===== src/rtl/brc_pkg.sv =====
package brc_pkg;

    typedef enum logic [1:0] {
        PH_NOTRY   = 2'b00,
        PH_DOTRY   = 2'b01,
        PH_RETRY_A = 2'b10,
        PH_RETRY_B = 2'b11
    } phase_e;

    typedef enum logic [1:0] {
        ST_IDLE     = 2'd0,
        ST_WAIT_ACK = 2'd1,
        ST_HOLD     = 2'd2
    } ctl_st_e;

    typedef struct packed {
        ctl_st_e st;
        logic    sup;
        phase_e  ph;
        logic    send;
        logic    done;
        logic    tout;
    } ctl_t;

endpackage


===== src/rtl/brc_phase_sel.sv =====
module brc_phase_sel
    import brc_pkg::*;
(
    input  logic       sup_now_i,
    input  logic       first_dotry_i,
    input  logic       sup_held_i,
    input  logic [1:0] ack_phase_i,
    output phase_e     first_ph_o,
    output phase_e     retry_ph_o
);

    always_comb begin
        if (sup_now_i && first_dotry_i) begin
            first_ph_o = PH_DOTRY;
        end else begin
            first_ph_o = PH_NOTRY;
        end

        if (!sup_held_i) begin
            retry_ph_o = PH_NOTRY;
        end else if (ack_phase_i == 2'b00) begin
            // no-try is not a consumer status; treat it as do-try
            retry_ph_o = PH_DOTRY;
        end else begin
            retry_ph_o = phase_e'(ack_phase_i);
        end
    end

endmodule


===== src/rtl/brc_slot_tracker.sv =====
module brc_slot_tracker (
    input  logic clk_i,
    input  logic rst_ni,
    input  logic interval_i,
    input  logic consume_i,
    output logic avail_o
);

    logic slot_d, slot_q;

    always_comb begin
        avail_o = slot_q | interval_i;
        if (consume_i) begin
            slot_d = 1'b0;
        end else if (interval_i) begin
            slot_d = 1'b1;
        end else begin
            slot_d = slot_q;
        end
    end

    always_ff @(posedge clk_i or negedge rst_ni) begin
        if (!rst_ni) begin
            slot_q <= 1'b0;
        end else begin
            slot_q <= slot_d;
        end
    end

    // a transmission always empties the slot
    assert_slot_used_R6: assert property (@(posedge clk_i) disable iff (!rst_ni)
        consume_i |=> !slot_q);

endmodule


===== src/rtl/brc_busy_timer.sv =====
module brc_busy_timer #(
    parameter int CNT_W = 16
) (
    input  logic             clk_i,
    input  logic             rst_ni,
    input  logic             start_i,
    input  logic             stop_i,
    input  logic             tick_i,
    input  logic [CNT_W-1:0] busy_limit_i,
    input  logic [CNT_W-1:0] split_limit_i,
    output logic             active_o,
    output logic             expired_o
);

    localparam logic [CNT_W-1:0] CNT_MAX = {CNT_W{1'b1}};

    typedef struct packed {
        logic             active;
        logic [CNT_W-1:0] cnt;
        logic [CNT_W-1:0] lim;
    } tmr_t;

    tmr_t d, q;

    always_comb begin
        d = q;
        if (stop_i) begin
            d.active = 1'b0;
            d.cnt    = '0;
        end else if (start_i) begin
            d.active = 1'b1;
            d.cnt    = '0;
            d.lim    = (busy_limit_i != '0) ? busy_limit_i : split_limit_i;
        end else if (q.active && tick_i && (q.cnt != CNT_MAX)) begin
            d.cnt = q.cnt + 1'b1;
        end
        active_o  = q.active;
        expired_o = q.active && (q.cnt >= q.lim);
    end

    always_ff @(posedge clk_i or negedge rst_ni) begin
        if (!rst_ni) begin
            q <= '0;
        end else begin
            q <= d;
        end
    end

    // timer begins from zero when started
    assert_start_zero_R8: assert property (@(posedge clk_i) disable iff (!rst_ni)
        (start_i && !stop_i) |=> (active_o && q.cnt == '0));

    // without a tick the count does not move
    assert_count_hold_R8: assert property (@(posedge clk_i) disable iff (!rst_ni)
        (q.active && !tick_i && !start_i && !stop_i) |=> $stable(q.cnt));

    // captured limit is kept while the timer runs
    assert_limit_hold_R9: assert property (@(posedge clk_i) disable iff (!rst_ni)
        (q.active && !start_i && !stop_i) |=> $stable(q.lim));

endmodule


===== src/rtl/busyretry_ctrl.sv =====
module busyretry_ctrl
    import brc_pkg::*;
#(
    parameter int CNT_W = 16
) (
    input  logic             clk_i,
    input  logic             rst_ni,
    input  logic             req_i,
    input  logic             supportive_i,
    input  logic             first_dotry_i,
    input  logic             ack_valid_i,
    input  logic             ack_busy_i,
    input  logic [1:0]       ack_phase_i,
    input  logic             interval_i,
    input  logic             tick_i,
    input  logic [CNT_W-1:0] busy_limit_i,
    input  logic [CNT_W-1:0] split_limit_i,
    output logic             send_o,
    output logic [1:0]       send_phase_o,
    output logic             done_o,
    output logic             timeout_o
);

    localparam ctl_t CTL_RST = '{st: ST_IDLE, sup: 1'b0, ph: PH_NOTRY,
                                 send: 1'b0, done: 1'b0, tout: 1'b0};

    ctl_t   d, q;
    phase_e first_ph, retry_ph;
    logic   slot_avail, issue, retry_issue;
    logic   tmr_start, tmr_stop, tmr_active, expired;

    brc_phase_sel u_phase (
        .sup_now_i    (supportive_i),
        .first_dotry_i(first_dotry_i),
        .sup_held_i   (q.sup),
        .ack_phase_i  (ack_phase_i),
        .first_ph_o   (first_ph),
        .retry_ph_o   (retry_ph)
    );

    brc_slot_tracker u_slot (
        .clk_i     (clk_i),
        .rst_ni    (rst_ni),
        .interval_i(interval_i),
        .consume_i (issue),
        .avail_o   (slot_avail)
    );

    brc_busy_timer #(.CNT_W(CNT_W)) u_timer (
        .clk_i        (clk_i),
        .rst_ni       (rst_ni),
        .start_i      (tmr_start),
        .stop_i       (tmr_stop),
        .tick_i       (tick_i),
        .busy_limit_i (busy_limit_i),
        .split_limit_i(split_limit_i),
        .active_o     (tmr_active),
        .expired_o    (expired)
    );

    always_comb begin
        d           = q;
        d.send      = 1'b0;
        d.done      = 1'b0;
        d.tout      = 1'b0;
        issue       = 1'b0;
        retry_issue = 1'b0;
        tmr_start   = 1'b0;
        tmr_stop    = 1'b0;
        unique case (q.st)
            ST_IDLE: begin
                if (req_i) begin
                    d.sup  = supportive_i;
                    d.ph   = first_ph;
                    d.send = 1'b1;
                    d.st   = ST_WAIT_ACK;
                    issue  = 1'b1;
                end
            end
            ST_WAIT_ACK: begin
                if (ack_valid_i && !ack_busy_i) begin
                    d.done   = 1'b1;
                    d.st     = ST_IDLE;
                    tmr_stop = 1'b1;
                end else if (expired) begin
                    d.tout   = 1'b1;
                    d.st     = ST_IDLE;
                    tmr_stop = 1'b1;
                end else if (ack_valid_i) begin
                    d.ph      = retry_ph;
                    d.st      = ST_HOLD;
                    tmr_start = !tmr_active;
                end
            end
            ST_HOLD: begin
                if (expired) begin
                    d.tout   = 1'b1;
                    d.st     = ST_IDLE;
                    tmr_stop = 1'b1;
                end else if (slot_avail) begin
                    d.send      = 1'b1;
                    d.st        = ST_WAIT_ACK;
                    issue       = 1'b1;
                    retry_issue = 1'b1;
                end
            end
            default: begin
                d = CTL_RST;
            end
        endcase
    end

    always_ff @(posedge clk_i or negedge rst_ni) begin
        if (!rst_ni) begin
            q <= CTL_RST;
        end else begin
            q <= d;
        end
    end

    assign send_o       = q.send;
    assign send_phase_o = q.ph;
    assign done_o       = q.done;
    assign timeout_o    = q.tout;

    // Independent record of transmissions within the current interval
    logic sent_win_q;
    always_ff @(posedge clk_i or negedge rst_ni) begin
        if (!rst_ni) begin
            sent_win_q <= 1'b0;
        end else if (interval_i) begin
            sent_win_q <= issue;
        end else if (issue) begin
            sent_win_q <= 1'b1;
        end
    end

    assert_one_per_interval_R6: assert property (@(posedge clk_i) disable iff (!rst_ni)
        (retry_issue && !interval_i) |-> !sent_win_q);

    assert_retry_on_interval_R5: assert property (@(posedge clk_i) disable iff (!rst_ni)
        (q.st == ST_HOLD && interval_i && !expired) |=> send_o);

    assert_notry_held_R2: assert property (@(posedge clk_i) disable iff (!rst_ni)
        (send_o && !q.sup) |-> (send_phase_o == PH_NOTRY));

    assert_retry_phase_R4: assert property (@(posedge clk_i) disable iff (!rst_ni)
        (q.st == ST_WAIT_ACK && ack_valid_i && ack_busy_i && !expired && q.sup)
        |=> (send_phase_o != PH_NOTRY));

    assert_single_event_R7: assert property (@(posedge clk_i) disable iff (!rst_ni)
        $onehot0({send_o, done_o, timeout_o}));

    assert_done_pulse_R7: assert property (@(posedge clk_i) disable iff (!rst_ni)
        done_o |=> !done_o);

    assert_quiet_after_timeout_R8: assert property (@(posedge clk_i) disable iff (!rst_ni)
        timeout_o |=> (!send_o && !timeout_o));

    assert_done_wins_R10: assert property (@(posedge clk_i) disable iff (!rst_ni)
        (q.st == ST_WAIT_ACK && ack_valid_i && !ack_busy_i) |=> (done_o && !timeout_o));

endmodule


===== config.mk =====
export PLATFORM = sky130hd
export DESIGN_NAME = busyretry_ctrl
export DESIGN_NICKNAME = d
export VERILOG_FILES = /design/src/rtl/brc_pkg.sv /design/src/rtl/brc_phase_sel.sv /design/src/rtl/brc_slot_tracker.sv /design/src/rtl/brc_busy_timer.sv /design/src/rtl/busyretry_ctrl.sv
export SDC_FILE = /design/constraint.sdc
export NUM_CORES = 1
export LEC_CHECK = 0
export BUFFER_PORTS_ARGS = -buffer_cell sky130_fd_sc_hd__buf_2
export CAP_MARGIN = 40
export CORE_ASPECT_RATIO = 0.7
export CORE_MARGIN = 4
export CORE_UTILIZATION = 50
export CTS_BUF_LIST = sky130_fd_sc_hd__clkbuf_8
export CTS_CLUSTER_DIAMETER = 120
export DETAILED_ROUTE_END_ITERATION = 16
export PLACE_DENSITY = 0.73
export REMOVE_ABC_BUFFERS = 1
export SLEW_MARGIN = 15
export SYNTH_ARGS = -nofsm -noshare
export SYNTH_HDL_FRONTEND = slang
export SYNTH_HIERARCHICAL = 1
export SYNTH_SLANG_ARGS = --single-unit

===== constraint.sdc =====
create_clock -name clk_i -period 9.33 [get_ports clk_i]
set_input_delay 0.933 -clock clk_i [delete_from_list [all_inputs] [get_ports clk_i]]
set_output_delay 0.933 -clock clk_i [all_outputs]
set_load 0.1 [all_outputs]

==> results of run 1 <==
[final timing paths]
check                                endpoint  cells past startpoint
worst min register to register  u_slot/slot_q                      1
max in group asynchronous       u_timer/q[11]                      2
min in group asynchronous       u_timer/q[22]                      1
worst max-delay path            u_timer/q[15]                     11
worst min-delay path            u_slot/slot_q                      1
worst max register to register  u_timer/q[15]                     11
[layer usage]
| layer | vias to the layer above | wire length (um) | part of all wire, % |
|---|---|---|---|
| met5 | - | 0 | 0 |
| met4 | 0 | 0 | 0 |
| met3 | 0 | 242 | 4.2 |
| met2 | 42 | 2340 | 41 |
| met1 | 1017 | 3143 | 55 |
| li1 | 1138 | - | - |
[cells by family (layout without fill, tap and decap cells)]
group                    count (synthesis)  count (layout)  synth area share (%)
AO/OA/AOI/OAI                           92              92                 22.89
AND/OR/NAND/NOR                         90              90                 20.80
flip-flops                              42              42                 39.09
buffers and inverters                   32              77                 4.979
adder cells (fa/ha/maj)                 24              24                 11.17
multiplexers                             2               2                0.9305
other                                    1               1                0.1395
[cell usage after synthesis (6+ instances only)]
library cell / instances / share of area (%)
sky130_fd_sc_hd__a211oi_1: 16 / 4.5
sky130_fd_sc_hd__nand3_1: 7 / 1.3
sky130_fd_sc_hd__o21ai_0: 10 / 1.9
sky130_fd_sc_hd__ha_1: 24 / 11
sky130_fd_sc_hd__a21oi_1: 33 / 6.1
sky130_fd_sc_hd__nand2b_1: 6 / 1.4
sky130_fd_sc_hd__dfrtp_1: 42 / 39
sky130_fd_sc_hd__nor2_1: 13 / 1.8
sky130_fd_sc_hd__clkbuf_1: 6 / 0.84
sky130_fd_sc_hd__nand2_1: 20 / 2.8
sky130_fd_sc_hd__inv_1: 21 / 2.9
[state kept, by name, summed over array words and instances (netlist names)]
name,flops
u_timer/q,32
u_slot/slot_q,1
q,3
done_o,1
u_timer/active_o,1
send_phase_o,2
send_o,1
timeout_o,1
[through the flow]
| step | utilization (%) | hold slack, ps | worst slack (ps) | power [mW] |
|---|---|---|---|---|
| after CTS | 58.71 | 491.3 | 5775 | 0.6940 |
| final | 58.71 | 487.7 | 5761 | 0.6911 |
| after floorplan | - | 456.3 | 6017 | 0.5071 |
| after global placement | 56.58 | 467.4 | 5548 | 0.5748 |
| after detailed placement | 57.25 | 474.9 | 5802 | 0.5873 |
| after global routing | 58.71 | 515.9 | 5462 | 0.7491 |
[report_power, final]
| part | internal (mW) | total [mW] | switching, mW |
|---|---|---|---|
| Sequential | 0.239 | 0.277 | 0.0377 |
| Combinational | 0.113 | 0.307 | 0.194 |
| Clock | 0.0494 | 0.107 | 0.0574 |
| Total | 0.402 | 0.691 | 0.289 |
[cell type report]
| type | instances | area (um2) |
|---|---|---|
| inverters | 21 | 78.83 |
| well taps | 72 | 90.09 |
| fillers | 478 | 2160 |
| flip-flops and latches | 42 | 1051 |
| clock buffers | 5 | 68.82 |
| clock inverters | 2 | 7.507 |
| repair buffers | 49 | 270.3 |
| multi-input cells | 209 | 1504 |
==> results.cfg, run 1 <==
[run_status]
status = finished clean

[cts]
post_cts_hold_buffer_count = 0
cts_max_path_buffers = 2
cts_post_setup_buffers_inserted = 0
insertion_delay_ps = 290
cts_tree = done
numCtsBuffers = 5
post_cts.resized_instances = 0
clock_tree.root_cell = sky130_fd_sc_hd__clkbuf_8
clk_pin_slew_ps = 80
cts.sinks = 42
htree_levels = 2

[sta]
post-route-period-util_pct = 38.26
timing.slew.headroom_pct = 47.31
fin_skew_ps = 8.058
fmax_mhz = 280.2
report.final.slew_viol_count = 0
finalCriticalPeriod_ps = 3569
fin_tns_setup_ps = 0
grt_setup_unrepaired = false
final_hold_viol_count = 0
setup_violations = 0
timing_worst_slew_pin_value_ps = 788.0

[global_route]
grt_most_used_layer = met1
grt.met3_usage_pct = 3.688
grt_max_degree = 28
vias_in_the_first_global_route = 2088
antenna_found_initial = 0
globalRouteMet2Util_pct = 25.42
global_route_met1_usage_pct = 30.34
grt_first_pass_wirelength_mm = 9.998
global_route_usage_sum_pct = 18.64
grt.overflow.total = 0

[detailed_routing]
post_drt_via_cell_ratio = 5.493
vias_after_detailed_routing = 2197
detail_route.first_pass.iterations = 4
drt_iter0_drc = 108
postRouteWirelength_mm = 5.726
wl_per_cell_um = 14.32
final_antenna_violating_net_count = 0
drt_drc_violations_left = 0

[placement]
standard_cell_area_after_detailed_placement_um2 = 2994
dp_cells = 393
placement.io_buffers = 47
gpl.final_weighted_congestion = 0.8080
detailed_place_hpwl_mm = 4.463

[layout]
post_layout_nonfiller_instances = 400
final_nets = 395
final_layout_size_suffix_gt1_share_pct = 22.26
number_of_antenna_repair_diodes = 0
mostFrequentLayoutCell = sky130_fd_sc_hd__buf_2
area_growth_pct = 14.19
final_design_area_no_fill_um2 = 3070
most_frequent_cells_in_the_layout = sky130_fd_sc_hd__buf_2 (47), sky130_fd_sc_hd__dfrtp_1 (42), sky130_fd_sc_hd__a21oi_1 (33)

[setup_path]
setup.worst_path.start = u_timer/q[16]
critical_path_cell_by_cell = inv_1 -> ha_1 -> nand2b_1 -> a2111o_1 -> a311oi_1 -> o32ai_1 -> nor4b_1 -> nand2b_1 -> buf_8 -> a211oi_1 -> a21oi_1
setup.worst_path.class = reg2reg
required_time_of_the_critical_path_ps = 9490
critPathLaunchType = flop
critical_path_s_top_delay_family = compound AO/OA/AOI/OAI gates
critPathBufInv = 2
path_common_cell = sky130_fd_sc_hd__nand2b_1
timing.critical_path.fanout_max = 25
cp.arrival_ps = 3730
worst_path_max_delay_cell = sky130_fd_sc_hd__nor4b_1
cpPeakStageDelay_ps = 680
worst-r2r-setup-slack_ps = 5760
r2r_path_start = u_timer/q[16]
crit_path_end_kind = flop

[logic_synthesis]
synth_async_sr_flop_share_pct = 100.0
post_synth_instance_area_um2 = 2689
synthesis.yosys.warnings = 6
synth.distinct_cells = 60
synth_top_flop_cell = sky130_fd_sc_hd__dfrtp_1
syn-instance-count = 283
synth-seq-cells = 42
synth.avg_cell_area_um2 = 9.501
synth_enable_flop_cells = 0
seq_area_frac_synth_pct = 39.09

[min_path]
hp-class = reg2reg
holdCritStartpoint = u_slot/slot_q

[floorplanning]
placeableCoreArea_um2 = 5230
io_pins = 48
die_h_um = 69.36
rows = 22
floorplan.initialDensity_pct = 51.41
dieArea_um2 = 6634
die-width_um = 95.65

[power]
irDropWorstVdd_uv = 111.1
power.density_nw_per_um2 = 225.1
cellLeakagePower_nw = 1.516

[run]
max_cap_violations = 0
Note: power is estimated with default switching activity, not from simulation.
==> run 2, diff against run 1 <==
--- a/config.mk
+++ b/config.mk
@@ -5,6 +5,7 @@
 export SDC_FILE = /design/constraint.sdc
 export NUM_CORES = 1
 export LEC_CHECK = 0
+export ABC_AREA = 1
 export BUFFER_PORTS_ARGS = -buffer_cell sky130_fd_sc_hd__buf_2
 export CAP_MARGIN = 40
 export CORE_ASPECT_RATIO = 0.7
@@ -13,7 +14,7 @@
 export CTS_BUF_LIST = sky130_fd_sc_hd__clkbuf_8
 export CTS_CLUSTER_DIAMETER = 120
 export DETAILED_ROUTE_END_ITERATION = 16
-export PLACE_DENSITY = 0.73
+export PLACE_DENSITY = 0.75
 export REMOVE_ABC_BUFFERS = 1
 export SLEW_MARGIN = 15
 export SYNTH_ARGS = -nofsm -noshare
==> constraint.sdc (replaced) <==
create_clock -name clk_i -period 3.2 [get_ports clk_i]
set_input_delay 0.32 -clock clk_i [delete_from_list [all_inputs] [get_ports clk_i]]
set_output_delay 0.32 -clock clk_i [all_outputs]
set_load 0.1 [all_outputs]
==> run 2 against run 1 <==
Sequential power rose to 2.8 times the previous value. Clock power rose to 4.9 times the previous value. Sequential share of layout area shrank 3.2 points. Total power rose to 3.2 times the previous value. First-iteration DRC count is 96% higher. Setup slack worse by 5500 ps. Wire length grew 22%. Register-to-register slack worse by 5500 ps. Fmax up 23%.
==> results.cfg, run 2 <==
[setup_path]
worstRegToRegCells = 15
r2r_path_start = u_timer/q[27]
timing.critical_path.fanout_max = 31
reg2reg_to = u_timer/q[13]
critical_path_cell_by_cell = ha_1 -> nand2_1 -> o21bai_1 -> a21oi_1 -> nor2_1 -> a21oi_2 -> inv_2 -> nand2_1 -> nand2_1 -> a21oi_1 -> nor2_1 -> inv_1 -> buf_4 -> nor2_1 -> a22oi_1
cp.arrival_ps = 3110
crit_path_end_kind = flop
setup.worst_path.class = reg2reg
critPathLaunchType = flop
endpoint = u_timer/q[13]
critical_path_s_top_delay_family = compound AO/OA/AOI/OAI gates
cpPeakStageDelay_ps = 460
cp_num_cells = 15
setup.worst_path.start = u_timer/q[27]
worst-r2r-setup-slack_ps = 310
critPathBufInv = 3
required_time_of_the_critical_path_ps = 3420
worst_path_max_delay_cell = sky130_fd_sc_hd__dfrtp_1

[layout]
area_growth_pct = 16.51
most_frequent_cells_in_the_layout = sky130_fd_sc_hd__nand2_1 (104), sky130_fd_sc_hd__inv_1 (54), sky130_fd_sc_hd__nor2_1 (54)
number_of_antenna_repair_diodes = 0
largest_register_ffs = 32
mostFrequentLayoutCell = sky130_fd_sc_hd__nand2_1
post_layout_nonfiller_instances = 517
final_layout_size_suffix_gt1_share_pct = 19.78
final_nets = 511
regMostFlops = u_timer/q

[detailed_routing]
post_drt_via_cell_ratio = 5.232
final_antenna_violating_net_count = 0
postRouteWirelength_mm = 6.964
vias_after_detailed_routing = 2705
drt_drc_violations_left = 0
wl_per_cell_um = 13.47
detail_route.first_pass.iterations = 5
drt_iter0_drc = 212

[sta]
final_hold_viol_count = 0
post-route-period-util_pct = 90.38
report.final.slew_viol_count = 0
fin_skew_ps = 8.015
timing.slew.headroom_pct = 54.54
fin_tns_setup_ps = 0
timing_worst_slew_pin_value_ps = 681.2
fmax_mhz = 345.8
grt_setup_unrepaired = false
setup_violations = 0
finalCriticalPeriod_ps = 2892

[cts]
clk_pin_slew_ps = 90
cts_max_path_buffers = 2
htree_levels = 2
clock_tree.root_cell = sky130_fd_sc_hd__clkbuf_8
cts_post_setup_buffers_inserted = 0
numCtsBuffers = 5
cts.sinks = 42
cts_tree = done
insertion_delay_ps = 300

[floorplanning]
placeableCoreArea_um2 = 5423
io_pins = 48
rows = 22
dieArea_um2 = 7108
die_h_um = 71.75
die-width_um = 99.07
floorplan.initialDensity_pct = 53.53

[run]
max_cap_violations = 0

[power]
cellLeakagePower_nw = 1.766
irDropWorstVdd_uv = 392.8
power.density_nw_per_um2 = 658.8

[logic_synthesis]
synth_top_flop_cell = sky130_fd_sc_hd__dfrtp_1
seq_area_frac_synth_pct = 36.21
synthTopCellsByCount = sky130_fd_sc_hd__nand2_1 (104), sky130_fd_sc_hd__inv_1 (54), sky130_fd_sc_hd__nor2_1 (54)
synth_async_sr_flop_share_pct = 100.0
synth_compound_gate_area_share_pct = 11.29
post_synth_xor_area_fraction_pct = 0.6034
synth.avg_cell_area_um2 = 7.367
synthesis.yosys.warnings = 6
synth.distinct_cells = 32
yosys_top_cell_area_share_pct = 36.21
post_synth_instance_area_um2 = 2903
syn-instance-count = 394
synthSimpleGateAreaFrac_pct = 32.16
yosys.cell_count.top_type = sky130_fd_sc_hd__nand2_1
yosys.area.top_type = sky130_fd_sc_hd__dfrtp_1
synth-adder-area-share_pct = 10.34
synth_enable_flop_cells = 0
multiplexer_fraction_of_the_synthesized_cell_area_pct = 0
synth_top_family_by_area = simple AND/OR/NAND/NOR gates
synth_top_cells_by_area = sky130_fd_sc_hd__dfrtp_1 (36%), sky130_fd_sc_hd__nand2_1 (13%), sky130_fd_sc_hd__ha_1 (10%)
synth-seq-cells = 42

[global_route]
grt.overflow.total = 0
global_route_usage_sum_pct = 19.85
grt_first_pass_wirelength_mm = 11.45
antenna_found_initial = 0
vias_in_the_first_global_route = 2476
grt_max_degree = 32

[placement]
dp_cells = 508
detailed_place_hpwl_mm = 5.326
gpl.final_weighted_congestion = 0.9114
placement.io_buffers = 47

[run_status]
status = finished clean

[min_path]
hp-class = in2reg
run 2: cell types whose count changed in the layout (fill, tap and decap cells not counted), moves of 6 or more:
| cell | before | now |
|---|---|---|
| sky130_fd_sc_hd__a21oi_1 | 33 | 16 |
| sky130_fd_sc_hd__nand2_1 | 20 | 104 |
| sky130_fd_sc_hd__nor2_2 | 0 | 6 |
| sky130_fd_sc_hd__a22oi_1 | 0 | 15 |
| sky130_fd_sc_hd__inv_1 | 23 | 54 |
| sky130_fd_sc_hd__nand2b_1 | 6 | 0 |
| sky130_fd_sc_hd__nand3_1 | 7 | 22 |
| sky130_fd_sc_hd__nor2_1 | 13 | 54 |
| sky130_fd_sc_hd__a211oi_1 | 16 | 0 |
run 2: cells by family (layout without fill, tap and decap cells):
logic type	count (synthesis)	after routing
buf+inv	65	116
compound gates	50	50
simple gates	210	210
fa+ha+maj	24	24
flops	42	42
xor+xnor	2	2
other cells	1	1
run 2: where the power goes:
part / switching [mW] / total, mW / internal, mW
Clock: 0.196 / 0.529 / 0.333
Sequential: 0.0869 / 0.773 / 0.686
Combinational: 0.619 / 0.926 / 0.308
Total: 0.902 / 2.23 / 1.33
run 2: metrics by stage:
stage	total power [mW]	worst slack (ps)	hold WS (ps)	cell area [um2]	utilization (%)
global route	2.387	21.50	215.5	3382	62.37
CTS	2.225	177.5	215.8	3373	62.21
detailed placement	1.695	207.1	329.3	3221	59.39
global placement	1.657	329.7	457.9	3193	58.88
floorplan	1.456	554.5	24.41	2853	-
finish	2.228	307.9	218.7	3382	62.37
run 2: final cells by class:
cell class                      instances  area, um2
Tap cell                               72      90.09
Clock inverter                          2      60.06
Timing Repair Buffer                   51      287.8
Multi-Input combinational cell        287       1592
Clock buffer                            6      82.58
Inverter                               57      219.0
Fill cell                             464       2041
Sequential cell                        42       1051
run 2: what timing repair did:
| action | CTS | global route |
|---|---|---|
| resized for setup | 0 | 2 |
| hold buffers | 1 | 0 |
| setup endpoints to repair | 0 | 21 |
| endpoints found under the hold margin | 12 | 0 |
run 2: routing by layer:
metal / wire length, um / vias up / global-route usage (%) / share of wire [%]
li1: - / 1348 / - / -
met4: 39 / 0 / 4.545 / 0.56
met2: 3125 / 94 / 29.46 / 45
met3: 432 / 6 / 4.086 / 6.2
met5: 0 / - / 0 / 0
met1: 3367 / 1257 / 29.62 / 48
run 2: how the worst min path moves through the flow:
stage,start,endpoint,slack [ps],cells after the start
after floorplan,rst_ni,done_o,20,0
after global placement,send_phase_o[1],send_phase_o[1],460,2
after detailed placement,rst_ni,u_timer/q[11],330,1
after CTS,ack_busy_i,done_o,220,2
after global routing,ack_busy_i,done_o,220,2
final,ack_busy_i,done_o,220,2
==> run 3, diff against run 2 <==
--- a/config.mk
+++ b/config.mk
@@ -10,11 +10,12 @@
 export CAP_MARGIN = 40
 export CORE_ASPECT_RATIO = 0.7
 export CORE_MARGIN = 4
-export CORE_UTILIZATION = 50
+export CORE_UTILIZATION = 59
 export CTS_BUF_LIST = sky130_fd_sc_hd__clkbuf_8
 export CTS_CLUSTER_DIAMETER = 120
 export DETAILED_ROUTE_END_ITERATION = 16
-export PLACE_DENSITY = 0.75
+export GPL_ROUTABILITY_DRIVEN = 0
+export PLACE_DENSITY = 0.83
 export REMOVE_ABC_BUFFERS = 1
 export SLEW_MARGIN = 15
 export SYNTH_ARGS = -nofsm -noshare
==> constraint.sdc (replaced) <==
create_clock -name clk_i -period 2.9 [get_ports clk_i]
set_input_delay 0.29 -clock clk_i [delete_from_list [all_inputs] [get_ports clk_i]]
set_output_delay 0.29 -clock clk_i [all_outputs]
set_load 0.1 [all_outputs]
==> run 3 against run 2 <==
Sequential cell count stayed put. Largest cell class unchanged. Critical endpoint is now u_timer/q[6]. Final cell count rose by 0.19%. Critical path type unchanged. Setup slack got worse by 98 ps. Die area is 14% lower. Clock skew fell by 3.9 ps.
==> results.cfg, run 3 (synthesized netlist as in run 2, its figures left out) <==
[cts]
clk_pin_slew_ps = 80
cts_post_setup_buffers_inserted = 0
numCtsBuffers = 5
cts_max_path_buffers = 2
cts_tree = done
insertion_delay_ps = 300
clock_tree.root_cell = sky130_fd_sc_hd__clkbuf_8
cts.sinks = 42
htree_levels = 2

[detailed_routing]
detail_route.first_pass.iterations = 5
post_drt_via_cell_ratio = 5.139
final_antenna_violating_net_count = 0
drt_drc_violations_left = 0
wl_per_cell_um = 12.69
postRouteWirelength_mm = 6.576
drt_iter0_drc = 197
vias_after_detailed_routing = 2662

[layout]
final_nets = 515
mostFrequentLayoutCell = sky130_fd_sc_hd__nand2_1
most_frequent_cells_in_the_layout = sky130_fd_sc_hd__nand2_1 (104), sky130_fd_sc_hd__inv_1 (55), sky130_fd_sc_hd__nor2_1 (54)
number_of_antenna_repair_diodes = 0
regMostFlops = u_timer/q
area_growth_pct = 15.78
sequential_standard_cell_area_um2 = 1051
filler_cell_count = 378
largest_register_ffs = 32
final_layout_size_suffix_gt1_share_pct = 20.27
multiInputGateArea_um2 = 1590
postLayoutCoreUtil_pct = 70.67

[sta]
fin_skew_ps = 4.160
finalCriticalPeriod_ps = 2690
fin_tns_setup_ps = 0
final_hold_viol_count = 0
timing_worst_slew_pin_value_ps = 650.3
grt_setup_unrepaired = false
setup_violations = 0
report.final.slew_viol_count = 0
post-route-period-util_pct = 92.78
timing.slew.headroom_pct = 56.60
fmax_mhz = 371.7

[global_route]
grt_first_pass_wirelength_mm = 11.06
grt.overflow.total = 0
grt_max_degree = 33
global_route_usage_sum_pct = 22.70
vias_in_the_first_global_route = 2445
antenna_found_initial = 0

[setup_path]
cp.arrival_ps = 2870
timing.critical_path.fanout_max = 31
crit_path_end_kind = flop
required_time_of_the_critical_path_ps = 3080
critPathLaunchType = flop
worstRegToRegCells = 16
setup.worst_path.class = reg2reg

[floorplanning]
die_h_um = 66.69
dieArea_um2 = 6124
io_pins = 48
die-width_um = 91.84
placeableCoreArea_um2 = 4756
rows = 21
floorplan.initialDensity_pct = 61.04

[min_path]
hp-class = in2reg
worstHoldPathCells = 2

[placement]
placement.io_buffers = 47
detailed_place_hpwl_mm = 4.993

[power]
irDropWorstVdd_uv = 417.7
power.density_nw_per_um2 = 673.2
cellLeakagePower_nw = 1.770

[run]
max_cap_violations = 0

[run_status]
status = finished clean
==> run 3: final timing paths <==
check | to | slack (ps) | from
min in group asynchronous | u_timer/q[12] | 400 | rst_ni
worst max register to register | u_timer/q[6] | 210 | u_timer/q[25]
worst min register to register | send_phase_o[1] | 470 | send_phase_o[1]
worst max-delay path | u_timer/q[6] | 210 | u_timer/q[25]
worst min-delay path | done_o | 190 | ack_busy_i
max in group asynchronous | q[7] | 2040 | rst_ni
==> run 3: layout make-up <==
| cell class | instances | area share [%] |
|---|---|---|
| Clock buffer | 6 | 2.457 |
| Clock inverter | 2 | 0.2606 |
| Sequential cell | 42 | 31.27 |
| Multi-Input combinational cell | 287 | 47.32 |
| Tap cell | 69 | 2.569 |
| Timing Repair Buffer | 55 | 9.605 |
| Inverter | 57 | 6.515 |
==> run 3: repair_timing <==
action	4_1_cts	5_1_grt
gates resized for setup	0	2
endpoints found under the setup margin	0	25
hold buffers	1	0
endpoints found under the hold margin	10	0
==> run 3: through the flow <==
stage          power (mW)  instance area (um2)  hold slack [ps]  setup slack (ps)  instances
2_1_floorplan       1.606                 2853           -5.591             254.5        386
3_3_place_gp        1.828                 3232            451.3             266.5        508
3_5_place_dp        1.867                 3252            186.1             144.1        509
4_1_cts             2.261                 3353            180.4             104.7        518
5_1_grt             2.447                 3361            176.6             32.88        518
6_report            2.262                 3361            188.6             209.5        518
==> run 3: power breakdown <==
group          internal [mW]  switching (mW)
clock network          0.189           0.205
registers              0.757          0.0906
logic                  0.347           0.674
==> run 3: routing by layer <==
layer | track usage (%) | share of wire [%] | wire (um) | vias up
met4 | 6.111 | 1.0 | 67 | 0
li1 | - | - | - | 1360
met3 | 4.402 | 7.3 | 483 | 7
met2 | 36.67 | 44 | 2883 | 101
met1 | 31.40 | 48 | 3142 | 1194
met5 | 0 | 0 | 0 | -
==> run 3: critical path, cell delays in order, from the launching register on <==
cell,delay (ps)
sky130_fd_sc_hd__dfrtp_1,450
sky130_fd_sc_hd__ha_1,310
sky130_fd_sc_hd__nand2_1,60
sky130_fd_sc_hd__inv_1,30
sky130_fd_sc_hd__o21bai_1,120
sky130_fd_sc_hd__a21oi_1,90
sky130_fd_sc_hd__nor2_1,150
sky130_fd_sc_hd__a21oi_2,130
sky130_fd_sc_hd__inv_2,100
sky130_fd_sc_hd__nand2_1,70
sky130_fd_sc_hd__nor3_1,200
sky130_fd_sc_hd__inv_1,130
sky130_fd_sc_hd__nor2_1,230
sky130_fd_sc_hd__inv_1,110
sky130_fd_sc_hd__buf_12,180
sky130_fd_sc_hd__nor2_1,110
sky130_fd_sc_hd__a22oi_1,80
